File: src/rtl/nru_pkg.sv
package nru_pkg;
  typedef enum logic [1:0] {
    ST_IDLE  = 2'd0,
    ST_CLEAN = 2'd1,
    ST_SWEEP = 2'd2
  } scan_state_e;

  typedef struct packed {
    logic used;
    logic dirty;
  } frame_bits_t;
endpackage

File: src/rtl/nru_rst_sync.sv
module nru_rst_sync #(
  parameter int STAGES = 2
) (
  input  logic clk,
  input  logic rst_n,
  output logic rst_n_sync
);
  logic [STAGES-1:0] sync_q;

  always_ff @(posedge clk or negedge rst_n) begin
    if (!rst_n) sync_q <= '0;
    else        sync_q <= {sync_q[STAGES-2:0], 1'b1};
  end

  assign rst_n_sync = sync_q[STAGES-1];
endmodule

File: src/rtl/nru_frame_table.sv
module nru_frame_table
  import nru_pkg::*;
#(
  parameter int NUM_FRAMES = 8,
  localparam int IDX_W = $clog2(NUM_FRAMES)
) (
  input  logic                  clk,
  input  logic                  rst_n,
  input  logic                  set_en,
  input  logic [IDX_W-1:0]      set_idx,
  input  logic                  set_write,
  input  logic                  clr_used_en,
  input  logic                  clr_dirty_en,
  input  logic [IDX_W-1:0]      clr_idx,
  output logic [NUM_FRAMES-1:0] used_vec,
  output logic [NUM_FRAMES-1:0] dirty_vec
);
  for (genvar g = 0; g < NUM_FRAMES; g++) begin : g_frame
    frame_bits_t bits_q, bits_d;
    logic        hit_set, hit_clr_used, hit_clr_dirty, upd_en;

    assign hit_set       = set_en && (set_idx == IDX_W'(g));
    assign hit_clr_used  = clr_used_en && (clr_idx == IDX_W'(g));
    assign hit_clr_dirty = clr_dirty_en && (clr_idx == IDX_W'(g));
    assign upd_en        = hit_set | hit_clr_used | hit_clr_dirty;

    // Set beats clear on the same frame in the same cycle.
    always_comb begin
      bits_d = bits_q;
      if (hit_clr_used)  bits_d.used  = 1'b0;
      if (hit_clr_dirty) bits_d.dirty = 1'b0;
      if (hit_set) begin
        bits_d.used = 1'b1;
        if (set_write) bits_d.dirty = 1'b1;
      end
    end

    always_ff @(posedge clk or negedge rst_n) begin
      if (!rst_n)      bits_q <= '0;
      else if (upd_en) bits_q <= bits_d;
    end

    assign used_vec[g]  = bits_q.used;
    assign dirty_vec[g] = bits_q.dirty;
  end
endmodule

File: src/rtl/nru_sweep_ptr.sv
module nru_sweep_ptr #(
  parameter int NUM_FRAMES = 8,
  localparam int IDX_W = $clog2(NUM_FRAMES)
) (
  input  logic             clk,
  input  logic             rst_n,
  input  logic             adv,
  output logic [IDX_W-1:0] ptr
);
  localparam logic [IDX_W-1:0] LAST = IDX_W'(NUM_FRAMES - 1);

  logic [IDX_W-1:0] ptr_q, ptr_d;

  always_comb begin
    ptr_d = ptr_q;
    if (adv) ptr_d = (ptr_q == LAST) ? '0 : ptr_q + 1'b1;
  end

  always_ff @(posedge clk or negedge rst_n) begin
    if (!rst_n)   ptr_q <= '0;
    else if (adv) ptr_q <= ptr_d;
  end

  assign ptr = ptr_q;
endmodule

File: src/rtl/nru_scan_ctrl.sv
module nru_scan_ctrl
  import nru_pkg::*;
#(
  parameter int NUM_FRAMES = 8,
  localparam int IDX_W = $clog2(NUM_FRAMES)
) (
  input  logic             clk,
  input  logic             rst_n,
  input  logic             req,
  input  logic             prefer_clean,
  input  logic [IDX_W-1:0] cur_ptr,
  input  logic             cur_used,
  input  logic             cur_dirty,
  output logic             adv,
  output logic             clr_used,
  output logic             pick,
  output logic             busy,
  output logic             done,
  output logic [IDX_W-1:0] victim_idx,
  output logic             victim_dirty
);
  localparam logic [IDX_W-1:0] LAST = IDX_W'(NUM_FRAMES - 1);

  scan_state_e      state_q, state_d;
  logic [IDX_W-1:0] lap_q, lap_d;
  logic             lap_en;
  logic             done_q;
  logic [IDX_W-1:0] vidx_q;
  logic             vdirty_q;

  always_comb begin
    state_d  = state_q;
    lap_d    = lap_q;
    lap_en   = 1'b0;
    adv      = 1'b0;
    clr_used = 1'b0;
    pick     = 1'b0;
    unique case (state_q)
      ST_IDLE: begin
        if (req) begin
          state_d = prefer_clean ? ST_CLEAN : ST_SWEEP;
          lap_d   = '0;
          lap_en  = 1'b1;
        end
      end
      ST_CLEAN: begin
        if (!cur_used && !cur_dirty) begin
          pick = 1'b1;
        end else begin
          adv = 1'b1;
          if (lap_q == LAST) begin
            state_d = ST_SWEEP;
          end else begin
            lap_d  = lap_q + 1'b1;
            lap_en = 1'b1;
          end
        end
      end
      ST_SWEEP: begin
        if (cur_used) begin
          clr_used = 1'b1;
          adv      = 1'b1;
        end else begin
          pick = 1'b1;
        end
      end
      default: state_d = ST_IDLE;
    endcase
    if (pick) begin
      adv     = 1'b1;
      state_d = ST_IDLE;
    end
  end

  always_ff @(posedge clk or negedge rst_n) begin
    if (!rst_n) begin
      state_q <= ST_IDLE;
      lap_q   <= '0;
      done_q  <= 1'b0;
    end else begin
      state_q <= state_d;
      done_q  <= pick;
      if (lap_en) lap_q <= lap_d;
    end
  end

  always_ff @(posedge clk or negedge rst_n) begin
    if (!rst_n) begin
      vidx_q   <= '0;
      vdirty_q <= 1'b0;
    end else if (pick) begin
      vidx_q   <= cur_ptr;
      vdirty_q <= cur_dirty;
    end
  end

  assign busy         = (state_q != ST_IDLE);
  assign done         = done_q;
  assign victim_idx   = vidx_q;
  assign victim_dirty = vdirty_q;
endmodule

File: src/rtl/nru_victim_sel.sv
module nru_victim_sel #(
  parameter int NUM_FRAMES = 8,
  localparam int IDX_W = $clog2(NUM_FRAMES)
) (
  input  logic             clk,
  input  logic             rst_n,
  input  logic             ref_valid,
  input  logic [IDX_W-1:0] ref_idx,
  input  logic             ref_write,
  input  logic             req,
  input  logic             prefer_clean,
  output logic             busy,
  output logic             done,
  output logic [IDX_W-1:0] victim_idx,
  output logic             victim_dirty
);
  logic                  rst_n_int;
  logic [NUM_FRAMES-1:0] used_vec, dirty_vec;
  logic [IDX_W-1:0]      ptr;
  logic                  adv, clr_used, pick;
  logic                  cur_used, cur_dirty;

  nru_rst_sync #(.STAGES(2)) u_rst (
    .clk        (clk),
    .rst_n      (rst_n),
    .rst_n_sync (rst_n_int)
  );

  nru_frame_table #(.NUM_FRAMES(NUM_FRAMES)) u_table (
    .clk          (clk),
    .rst_n        (rst_n_int),
    .set_en       (ref_valid),
    .set_idx      (ref_idx),
    .set_write    (ref_write),
    .clr_used_en  (clr_used),
    .clr_dirty_en (pick),
    .clr_idx      (ptr),
    .used_vec     (used_vec),
    .dirty_vec    (dirty_vec)
  );

  nru_sweep_ptr #(.NUM_FRAMES(NUM_FRAMES)) u_ptr (
    .clk   (clk),
    .rst_n (rst_n_int),
    .adv   (adv),
    .ptr   (ptr)
  );

  assign cur_used  = used_vec[ptr];
  assign cur_dirty = dirty_vec[ptr];

  nru_scan_ctrl #(.NUM_FRAMES(NUM_FRAMES)) u_ctrl (
    .clk          (clk),
    .rst_n        (rst_n_int),
    .req          (req),
    .prefer_clean (prefer_clean),
    .cur_ptr      (ptr),
    .cur_used     (cur_used),
    .cur_dirty    (cur_dirty),
    .adv          (adv),
    .clr_used     (clr_used),
    .pick         (pick),
    .busy         (busy),
    .done         (done),
    .victim_idx   (victim_idx),
    .victim_dirty (victim_dirty)
  );
endmodule

File: config.mk
export PLATFORM = sky130hd
export DESIGN_NAME = nru_victim_sel
export DESIGN_NICKNAME = d
export VERILOG_FILES = /design/src/rtl/nru_pkg.sv /design/src/rtl/nru_rst_sync.sv /design/src/rtl/nru_frame_table.sv /design/src/rtl/nru_sweep_ptr.sv /design/src/rtl/nru_scan_ctrl.sv /design/src/rtl/nru_victim_sel.sv
export SDC_FILE = /design/constraint.sdc
export NUM_CORES = 1
export LEC_CHECK = 0
export ABC_AREA = 1
export CAP_MARGIN = 25
export CORE_ASPECT_RATIO = 0.9
export CORE_UTILIZATION = 50
export DETAILED_ROUTE_END_ITERATION = 12
export GPL_TIMING_DRIVEN = 1
export HOLD_SLACK_MARGIN = 0.08
export PLACE_DENSITY = 0.71
export SLEW_MARGIN = 20
export SYNTH_ARGS = -nofsm -noshare
export SYNTH_HDL_FRONTEND = slang
export SYNTH_SLANG_ARGS = --single-unit
File: constraint.sdc
create_clock -name clk -period 1.65 [get_ports clk]
set_input_delay 0.33 -clock clk [delete_from_list [all_inputs] [get_ports clk]]
set_output_delay 0.33 -clock clk [all_outputs]
set_load 0.005 [all_outputs]
**After elaboration in Yosys (flattened, before gate mapping)**

Cells that the tools add are included.

- Memory bits (writable): 0
- ROM bits: 0
- Bits in latches: 0
- Output and inout port bits: 6
- Register bits after elaboration: 31
- Memories: 0

- Magnitude comparators: 1
- Mux-type cells: 59
- Eq/ne operators: 24
- Shifts and indexed selects: 0
- Bitwise logic cells: 16
- Multiply operators: 0
- $add $sub $neg: 2
- Reductions and logical operators: 50
- Div/mod/pow operators: 0

Operator list:

| cell | count |
|---|---|
| 1-bit two-way mux | 35 |
| 3-bit == test (second input constant) | 9 |
| 2-bit two-way mux | 13 |
| 1-bit logical AND | 25 |
| 2-bit nonzero test | 10 |
| 1-bit bitwise OR | 16 |
| 2-bit AND reduction | 8 |
| 3-bit by 2-bit == test with 1-bit output (second input constant) | 4 |
| 3-bit two-way mux | 4 |
| 3-bit by 1-bit adder with 3-bit output (second input constant) | 2 |
| 1-bit binary-select mux with 3-bit select | 2 |
| 3-bit by 1-bit == test with 1-bit output (second input constant) | 2 |
| 3-bit logical NOT | 2 |
| 2-bit != test (second input constant) | 3 |
| 3-bit by 2-bit != test with 1-bit output (second input constant) | 2 |
| 1-bit case mux with 2 select lines | 3 |
| 2-bit case mux with 3 select lines | 1 |
| 3-bit case mux with 2 select lines | 1 |
| 5-bit AND reduction | 1 |
| 3-bit by 4-bit < comparator with 1-bit output (second input constant) | 1 |
| 4-bit AND reduction | 1 |
| 3-bit by 1-bit != test with 1-bit output (second input constant) | 1 |
| 2-bit by 1-bit == test with 1-bit output (second input constant) | 1 |
| 2-bit == test (second input constant) | 1 |
| other kinds (3) | 4 |

**Longest topological paths before layout**

Gate-level depths: netlist of run 1.

- Depth after elaboration: 10
- Gate-level depth with buffers: 14
- Depth with buffers taken out: 12

**Hierarchy**

From an unflattened synthesis of run 1, not the netlist that was laid out.

- Cell total of the unflattened synthesis: 247
- Area, all modules: 1,800.5 sq um

By module, submodules not included:

| module | cells each | times used | area an instance (sq um) |
|---|---|---|---|
| nru_frame_table | 102 | 1 | 813.3 |
| nru_scan_ctrl | 71 | 1 | 556.8 |
| nru_victim_sel | 54 | 1 | 230.2 |
| nru_sweep_ptr | 17 | 1 | 146.4 |
| nru_rst_sync | 3 | 1 | 53.8 |

**Worst setup path before layout of run 1**

No wires, ideal clock.

- Path kind: reg2reg
- Start point: register u_ptr.ptr_q[0], in the netlist u_ptr.ptr[0]
- End point: register u_ctrl.state_q[0]
- Path slack: 161 ps
- Stages on the path, launching flop included: 15
- Data arrival time: 1,372 ps
- Period minus slack after synthesis: 1,489 ps
- Path buffers: 2
- Cells stage by stage: dfrtp_1 > buf_6 > nor2_1 > nor2_1 > nand2_1 > nand2_1 > nand2_1 > nand2_2 > nor2_2 > nand2_2 > buf_6 > nand2_1 > nand2_1 > nand2_1 > nand2_1

- Word-level cells in the longest chain between the ends: 8
- Elaborated cells between the ends (all ways): 16

RTL lines:

| item | RTL line | source |
|---|---|---|
| from (decl) | nru_sweep_ptr.sv:12 | `logic [IDX_W-1:0] ptr_q, ptr_d;` |
| from (signal assigned) | nru_sweep_ptr.sv:21 | `else if (adv) ptr_q <= ptr_d;` |
| 1-bit binary-select mux with 3-bit select (on tied branches) | nru_victim_sel.sv:49, nru_victim_sel.sv:50 |  |
| 1-bit two-way mux (on tied branches) | nru_victim_sel.sv:49, nru_victim_sel.sv:50 |  |
| 1-bit logical NOT | nru_scan_ctrl.sv:47 | `if (!cur_used && !cur_dirty) begin` |
| 1-bit logical AND | nru_scan_ctrl.sv:47 |  |
| 1-bit two-way mux | nru_scan_ctrl.sv:47 |  |
| 1-bit case mux with 2 select lines | nru_scan_ctrl.sv:38 | `unique case (state_q)` |
| 3-bit by 2-bit != test with 1-bit output (no source line) (tied with other cells) | - |  |
| 4-bit AND reduction (no source line) | - |  |
| to (signal assigned) | nru_scan_ctrl.sv:81 | `state_q <= state_d;` |
| to (decl) | nru_scan_ctrl.sv:24 | `scan_state_e state_q, state_d;` |

Parallel ways exist; a longest one is shown, timed or not. The select of a mux whose other input is x is not followed.
A chain may end at the register's enable or synchronous reset.

**Worst setup path after layout of run 1**

- Start point: register u_ptr.ptr_q[0], in the netlist u_ptr.ptr[0]
- End point: register u_table.g_frame[7].bits_q (netlist bit u_table.dirty_vec[7])

- Word-level cells in the longest chain between the ends: 10
- Elaborated cells between the ends (all ways): 20

RTL lines:

| item | RTL line | source |
|---|---|---|
| 1-bit binary-select mux with 3-bit select (on tied branches) | nru_victim_sel.sv:49, nru_victim_sel.sv:50 |  |
| 1-bit two-way mux (on tied branches) | nru_victim_sel.sv:49, nru_victim_sel.sv:50 |  |
| 1-bit logical NOT | nru_scan_ctrl.sv:47 |  |
| 1-bit logical AND | nru_scan_ctrl.sv:47 |  |
| 1-bit two-way mux | nru_scan_ctrl.sv:47 |  |
| 1-bit case mux with 2 select lines | nru_scan_ctrl.sv:38 |  |
| 1-bit logical AND | nru_frame_table.sv:24 | `assign hit_clr_dirty = clr_dirty_en && (clr_idx == IDX_W'(g));` |
| 1-bit two-way mux | nru_frame_table.sv:31 | `if (hit_clr_dirty) bits_d.dirty = 1'b0;` |
| 1-bit two-way mux | nru_frame_table.sv:34 | `if (set_write) bits_d.dirty = 1'b1;` |
| 2-bit two-way mux | nru_frame_table.sv:32 | `if (hit_set) begin` |
| to (signal assigned) | nru_frame_table.sv:40 | `else if (upd_en) bits_q <= bits_d;` |
| to (decl) | nru_frame_table.sv:19 | `frame_bits_t bits_q, bits_d;` |

Parallel ways exist; a longest one is shown, timed or not. The select of a mux whose other input is x is not followed.

==> results of run 1 <==
==> worst paths after layout <==
check,startpoint,endpoint,slack [ns],depth (start not counted)
hold reg to reg,u_rst.sync_q[1],u_ctrl.lap_q[0],0.24,1
max in group asynchronous,u_rst.sync_q[1],u_ptr.ptr[0],1.11,1
min in group clk,u_rst.sync_q[0],u_rst.sync_q[1],0.35,0
hold / removal,rst_n,u_rst.sync_q[0],0.20,1
setup reg to reg,u_ptr.ptr[0],u_table.dirty_vec[7],-0.003,12
setup / recovery,u_ptr.ptr[0],u_table.dirty_vec[7],-0.003,12
==> cell families (layout without fill, tap and decap cells) <==
logic type / count (synthesis) / count (layout) / synth area share
flip-flops: 31 / 31 / 0.464
adder cells (fa/ha/maj): 11 / 11 / 0.0823
AO/OA/AOI/OAI: 38 / 38 / 0.116
AND/OR/NAND/NOR: 93 / 93 / 0.236
other: 1 / 1 / 0.00224
buffers and inverters: 39 / 68 / 0.0995
==> worst max-delay path, cell delays in order (launching register included) <==
cell     delay (ns)
dfrtp_2        0.45
buf_6          0.15
nor2_2         0.09
nor2_1         0.05
nand2_1        0.06
nand2_1        0.06
nand2_1        0.07
nand2_2        0.08
nor2_2         0.12
nand2_2        0.09
buf_12         0.15
o21ai_1        0.11
nand2_1        0.07
==> through the flow <==
step	setup TNS, ns	std cells	utilization	worst slack, ns	total power [mW]
after floorplan	0	213	-	0.161	2.31
after detailed placement	-0.598	271	0.609	-0.0939	2.87
after global routing	-1.00	284	0.673	-0.0948	4.17
after CTS	0	281	0.652	0.0205	3.68
after global placement	-0.0516	271	0.609	-0.0355	2.82
final	-0.00286	284	0.673	-0.00286	3.86
==> power groups by stage <==
stage / clock network [mW] / logic, mW / registers, mW
floorplan: 0 / 1.08 / 1.23
global placement: 0 / 1.55 / 1.27
detailed placement: 0 / 1.59 / 1.29
CTS: 0.779 / 1.63 / 1.27
global route: 0.810 / 2.06 / 1.30
finish: 0.765 / 1.82 / 1.27
==> cell type report <==
class                           instances  area, sq um  share of cell area
Multi-Input combinational cell        143          772               0.368
Timing Repair Buffer                   27          253               0.121
Tap cell                               42         52.6              0.0251
Clock buffer                            6         82.6              0.0394
Sequential cell                        31          778               0.371
Inverter                               33          124              0.0591
Clock inverter                          2         35.0              0.0167
==> synth_stat cells <==
| cell | number | share of area |
|---|---|---|
| or2_2 | 3 | 0.011 |
| a21oi_1 | 1 | 0.0030 |
| nand2_2 | 2 | 0.0075 |
| conb_1 | 1 | 0.0022 |
| dfrtp_1 | 31 | 0.46 |
| o21ai_0 | 16 | 0.048 |
| buf_4 | 1 | 0.0045 |
| inv_1 | 31 | 0.070 |
| nor2_2 | 1 | 0.0037 |
| ha_1 | 11 | 0.082 |
| clkbuf_1 | 1 | 0.0022 |
| nor2_1 | 9 | 0.020 |
| inv_2 | 2 | 0.0045 |
| nand4_1 | 6 | 0.022 |
| buf_2 | 1 | 0.0030 |
| nand3_1 | 13 | 0.039 |
| buf_6 | 2 | 0.013 |
| o21ai_2 | 1 | 0.0052 |
| o21ai_1 | 20 | 0.060 |
| nand2_1 | 59 | 0.13 |
| buf_1 | 1 | 0.0022 |
==> layer usage <==
layer,wire length [microns],track usage,vias to the layer above
met5,0,0,-
met4,68,0.123,0
met2,1720,0.369,35
li1,-,-,728
met3,140,0.0508,8
met1,1710,0.285,712
==> registers in the layout (all words and copies together) (netlist names) <==
register             cells
u_table.used_vec         8
u_rst.sync_q             2
u_ptr.ptr                3
u_table.dirty_vec        8
u_ctrl.victim_idx        3
u_ctrl.state_q           2
u_ctrl.lap_q             3
u_ctrl.victim_dirty      1
u_ctrl.done              1
==> cells in the final DEF, fill, tap and decap left out, types with 2 or more instances in the layout <==
cell type        Yosys  routed
o21ai_2              1       7
dfrtp_1             31      29
nand4_1              6       6
clkdlybuf4s50_1      0      13
buf_4                1      11
inv_2                2       2
inv_1               31      31
clkbuf_8             0       6
nor2_2               1       2
ha_1                11      10
o21ai_1             20      14
or2_2                3       3
dfrtp_2              0       2
nor2_1               9       8
nand2_1             59      58
nand3_1             13      13
nand2_2              2       3
o21ai_0             16      15
==> timing repair <==
| action | CTS | global route |
|---|---|---|
| pin swaps | 0 | 4 |
| endpoints found under the setup margin | 23 | 26 |
| resized for setup | 3 | 15 |
| gates cloned | 0 | 0 |
| buffers inserted | 2 | 3 |
==> results.yml, run 1 <==
pwr:
  seq_power_share: 0.330
  p_leak_nw: 1.05
  power_density_mw_per_mm2: 1840
  comb_power_share: 0.472
  p_sw_frac: 0.396
  p_int_mw: 2.33
  pwr-share-clk: 0.199
  power_switching_mw: 1.53
  vdd_drop_max_mv: 0.916
clock_tree:
  cts_buffers: 5
  cts_tree: "yes"
  clk_path_buf_depth: 2
  clk_latency_ns: 0.29
  clk_pin_slew_worst_paths_ns: 0.06
  cts_hold_buf: 0
  clock_sinks: 31
  cts_root_buf: "clkbuf_8"
  htreeDepth: 2
hold_path:
  min_path_type: "in -> async"
floorplanning:
  fp.dieH_microns: 56.9
  std_cell_rows: 19
  dieWidth_microns: 63.0
  core-area_sq_mm: 0.00311
  die_area_sq_mm: 0.00358
  io_pins: 15
  start_util: 0.537
timing:
  rsz0062_at_grt: "yes"
  finClkSkew_ns: 0.00342
  worst_slack_ns: -0.00286
  fin_crit_sh: 1.00
  setup_viol: 1
  maxSlewViolCount: 0
  whs_ns: 0.200
  timing.fmax_mhz: 605
  period_needed_ns: 1.65
  hold_viol: 0
worst_setup_path:
  worstPathArrival_ns: 1.83
  required_ns: 1.82
  cp-end-kind: "flop"
  worstSetupPathType: "reg -> reg"
  cp_max_fo: 10
  setup.worst_path.start_class: "flop"
synthesis:
  seq_area_frac_synth: 0.464
  syn-num-nets: 233
  synth.distinct_cells: 21
  synth.avg_cell_area_sq_um: 7.85
  syn-instance-count: 213
  yosysWarnings: 0
  synth-seq-cells: 31
  syn-cell-area_sq_mm: 0.00167
placement:
  hpwl_mm: 2.75
  port_buffers: 14
  gp_congestion: 0.938
  place_area_sq_mm: 0.00190
finish:
  syn_to_final_growth_pct: 25.4
  nNetsFinal: 261
  n_fill_cell: 256
  layout-drive-gt1-share: 0.174
  n_antenna_cell: 0
  final_cell_area_sq_mm: 0.00210
global_routing:
  grt_pass1_wl_mm: 6.16
  grt_pass1_vias: 1435
  grt_max_degree: 30
  grt_usage: 0.229
  grt.overflow.total: 0
  antenna_found_initial: 0
drt:
  routed_wl_mm: 3.64
  drc: 0
  vias: 1483
  drtPass1Iterations: 4
  drt_iter0_drc: 74
  antenna_left: 0
  via_per_inst: 5.22
  routedWlPerCell_microns: 12.8
outcome:
  run_status: "finished with violations"
  violations: "negative setup slack"
run:
  max_cap_violations: 0
(Power assumes the default switching activity.)
==> run 2: changes to the inputs <==
--- a/config.mk
+++ b/config.mk
@@ -10,7 +10,7 @@
 export CORE_ASPECT_RATIO = 0.9
 export CORE_UTILIZATION = 50
 export DETAILED_ROUTE_END_ITERATION = 12
-export GPL_TIMING_DRIVEN = 1
+export GPL_TIMING_DRIVEN = 0
 export HOLD_SLACK_MARGIN = 0.08
 export PLACE_DENSITY = 0.71
 export SLEW_MARGIN = 20
==> results.yml, run 2 (synthesis gave the netlist of run 1 again) <==
drt:
  wl_met3_microns: 164
  wl_met2_mm: 1.82
  antenna_left: 0
  wl_met1_mm: 1.74
  drt_iter0_drc: 61
  routed_wl_mm: 3.80
  routedWlPerCell_microns: 13.4
  drc: 0
  vias: 1473
  top_layer: "met4"
  drtPass1Iterations: 4
  via_per_inst: 5.20
placement:
  place_area_sq_mm: 0.00186
  gp_congestion: 0.890
  port_buffers: 12
  place_inst: 268
  hpwl_mm: 2.72
run:
  max_cap_violations: 0
timing:
  hold_viol: 0
  setup_viol: 12
  period_needed_ns: 1.71
  timing.fmax_mhz: 585
  maxSlewHeadroom: 0.581
  finClkSkew_ns: 0.00702
  worst_slack_ns: -0.0589
  maxSlewViolCount: 0
  worst_slew_pin_slew_ns: 0.629
  fin_crit_sh: 1.04
  rsz0062_at_grt: "yes"
  final.setup.tns_ns: -0.317
finish:
  n_antenna_cell: 0
  final_cell_mix: "nand2_1, inv_1, dfrtp_1"
  fin_util: 0.671
  fin_cells: 283
  final_cell_area_sq_mm: 0.00209
  layout-drive-gt1-share: 0.178
  syn_to_final_growth_pct: 25.0
  n_fill_cell: 251
  nNetsFinal: 260
  layout_commonest_cell: "nand2_1"
floorplanning:
  std_cell_rows: 19
  core-area_sq_mm: 0.00311
  dieWidth_microns: 63.0
  fp.dieH_microns: 56.9
  io_pins: 15
  die_area_sq_mm: 0.00358
  start_util: 0.537
clock_tree:
  cts_buffers: 5
  cts_root_buf: "clkbuf_8"
  clk_path_buf_depth: 2
  htreeDepth: 2
  clock_sinks: 31
  clk_latency_ns: 0.29
  cts_tree: "yes"
  clk_pin_slew_worst_paths_ns: 0.07
global_routing:
  grt_pass1_vias: 1420
  grt_max_degree: 16
  grt_usage: 0.248
  grt.overflow.total: 0
  grt_pass1_wl_mm: 6.54
  antenna_found_initial: 0
pwr:
  p_leak_nw: 1.03
  power_mw: 3.86
  vdd_drop_max_mv: 0.982
  power_density_mw_per_mm2: 1850
outcome:
  violations: "negative setup slack"
  run_status: "finished with violations"
worst_setup_path:
  worstPathArrival_ns: 1.88
  cp_max_fo: 5
  worstSetupPathType: "reg -> reg"
  cp-end-kind: "flop"
  required_ns: 1.82
  reg2reg_depth: 13
  setup.worst_path.start_class: "flop"
hold_path:
  min_path_type: "in -> async"
-- run 2: cell count changes in the layout (fill, tap and decap cells not counted), sizes merged --
| cell | change |
|---|---|
| clkbuf | +1 |
| clkdlybuf4s50 | -2 |
| inv | -1 |
| clkinv | +1 |
-- run 2: final timing paths --
check | slack (ns) | end | start
max in group asynchronous | 0.87 | u_ptr.ptr[1] | u_rst.sync_q[1]
min in group clk | 0.36 | u_rst.sync_q[1] | u_rst.sync_q[0]
hold reg to reg | 0.25 | u_table.dirty_vec[2] | u_rst.sync_q[1]
hold / removal | 0.21 | u_rst.sync_q[0] | rst_n
setup / recovery | -0.06 | u_ctrl.state_q[1] | u_ptr.ptr[0]
setup reg to reg | -0.06 | u_ctrl.state_q[1] | u_ptr.ptr[0]
-- run 2: critical path, stage by stage, from the launching register on --
cell     delay, ns
dfrtp_2       0.46
buf_6         0.17
nand2_1       0.06
nand3_1       0.08
nand3_1       0.11
nand2_2       0.11
nand2_2       0.06
nand2_1       0.09
nand2_2       0.08
buf_6         0.14
nand2_2       0.05
nand2_2       0.06
nand2_2       0.06
nand2_1       0.04
-- run 2: timing repair --
action                                  in CTS  in global routing
hold buffers                                 0                  0
gates cloned                                 2                  0
gates resized for setup                     12                 15
buffers inserted                             5                  0
pin swaps                                    6                  6
endpoints found under the setup margin      14                 26
-- run 2: area by class of cell --
type	instances	area [sq um]	area share
clock inverters	2	35.0	0.0168
clock buffers	6	82.6	0.0395
flip-flops and latches	31	778	0.372
repair buffers	20	194	0.0928
plain buffers	6	48.8	0.0233
inverters	33	129	0.0616
well taps	42	52.6	0.0251
multi-input cells	143	771	0.369
-- run 2: per-layer routing --
layer  global-route usage  vias to the layer above
met4                0.106                        0
met3               0.0630                        8
met5                    0                        -
met2                0.392                       35
li1                     -                      725
met1                0.322                      705
-- run 2: report_power, final --
part	total (mW)	switching [mW]	leakage (nW)	internal (mW)
Combinational	1.80	1.02	0.626	0.784
Clock	0.768	0.280	0.0612	0.488
Sequential	1.29	0.237	0.345	1.05
-- run 2: metrics by stage --
stage          setup slack, ns  hold WS, ns
2_1_floorplan            0.161       0.0344
3_3_place_gp           0.00496        0.337
3_5_place_dp           -0.0248        0.287
4_1_cts               -0.00465        0.204
5_1_grt                 -0.131        0.200
6_report               -0.0589        0.206
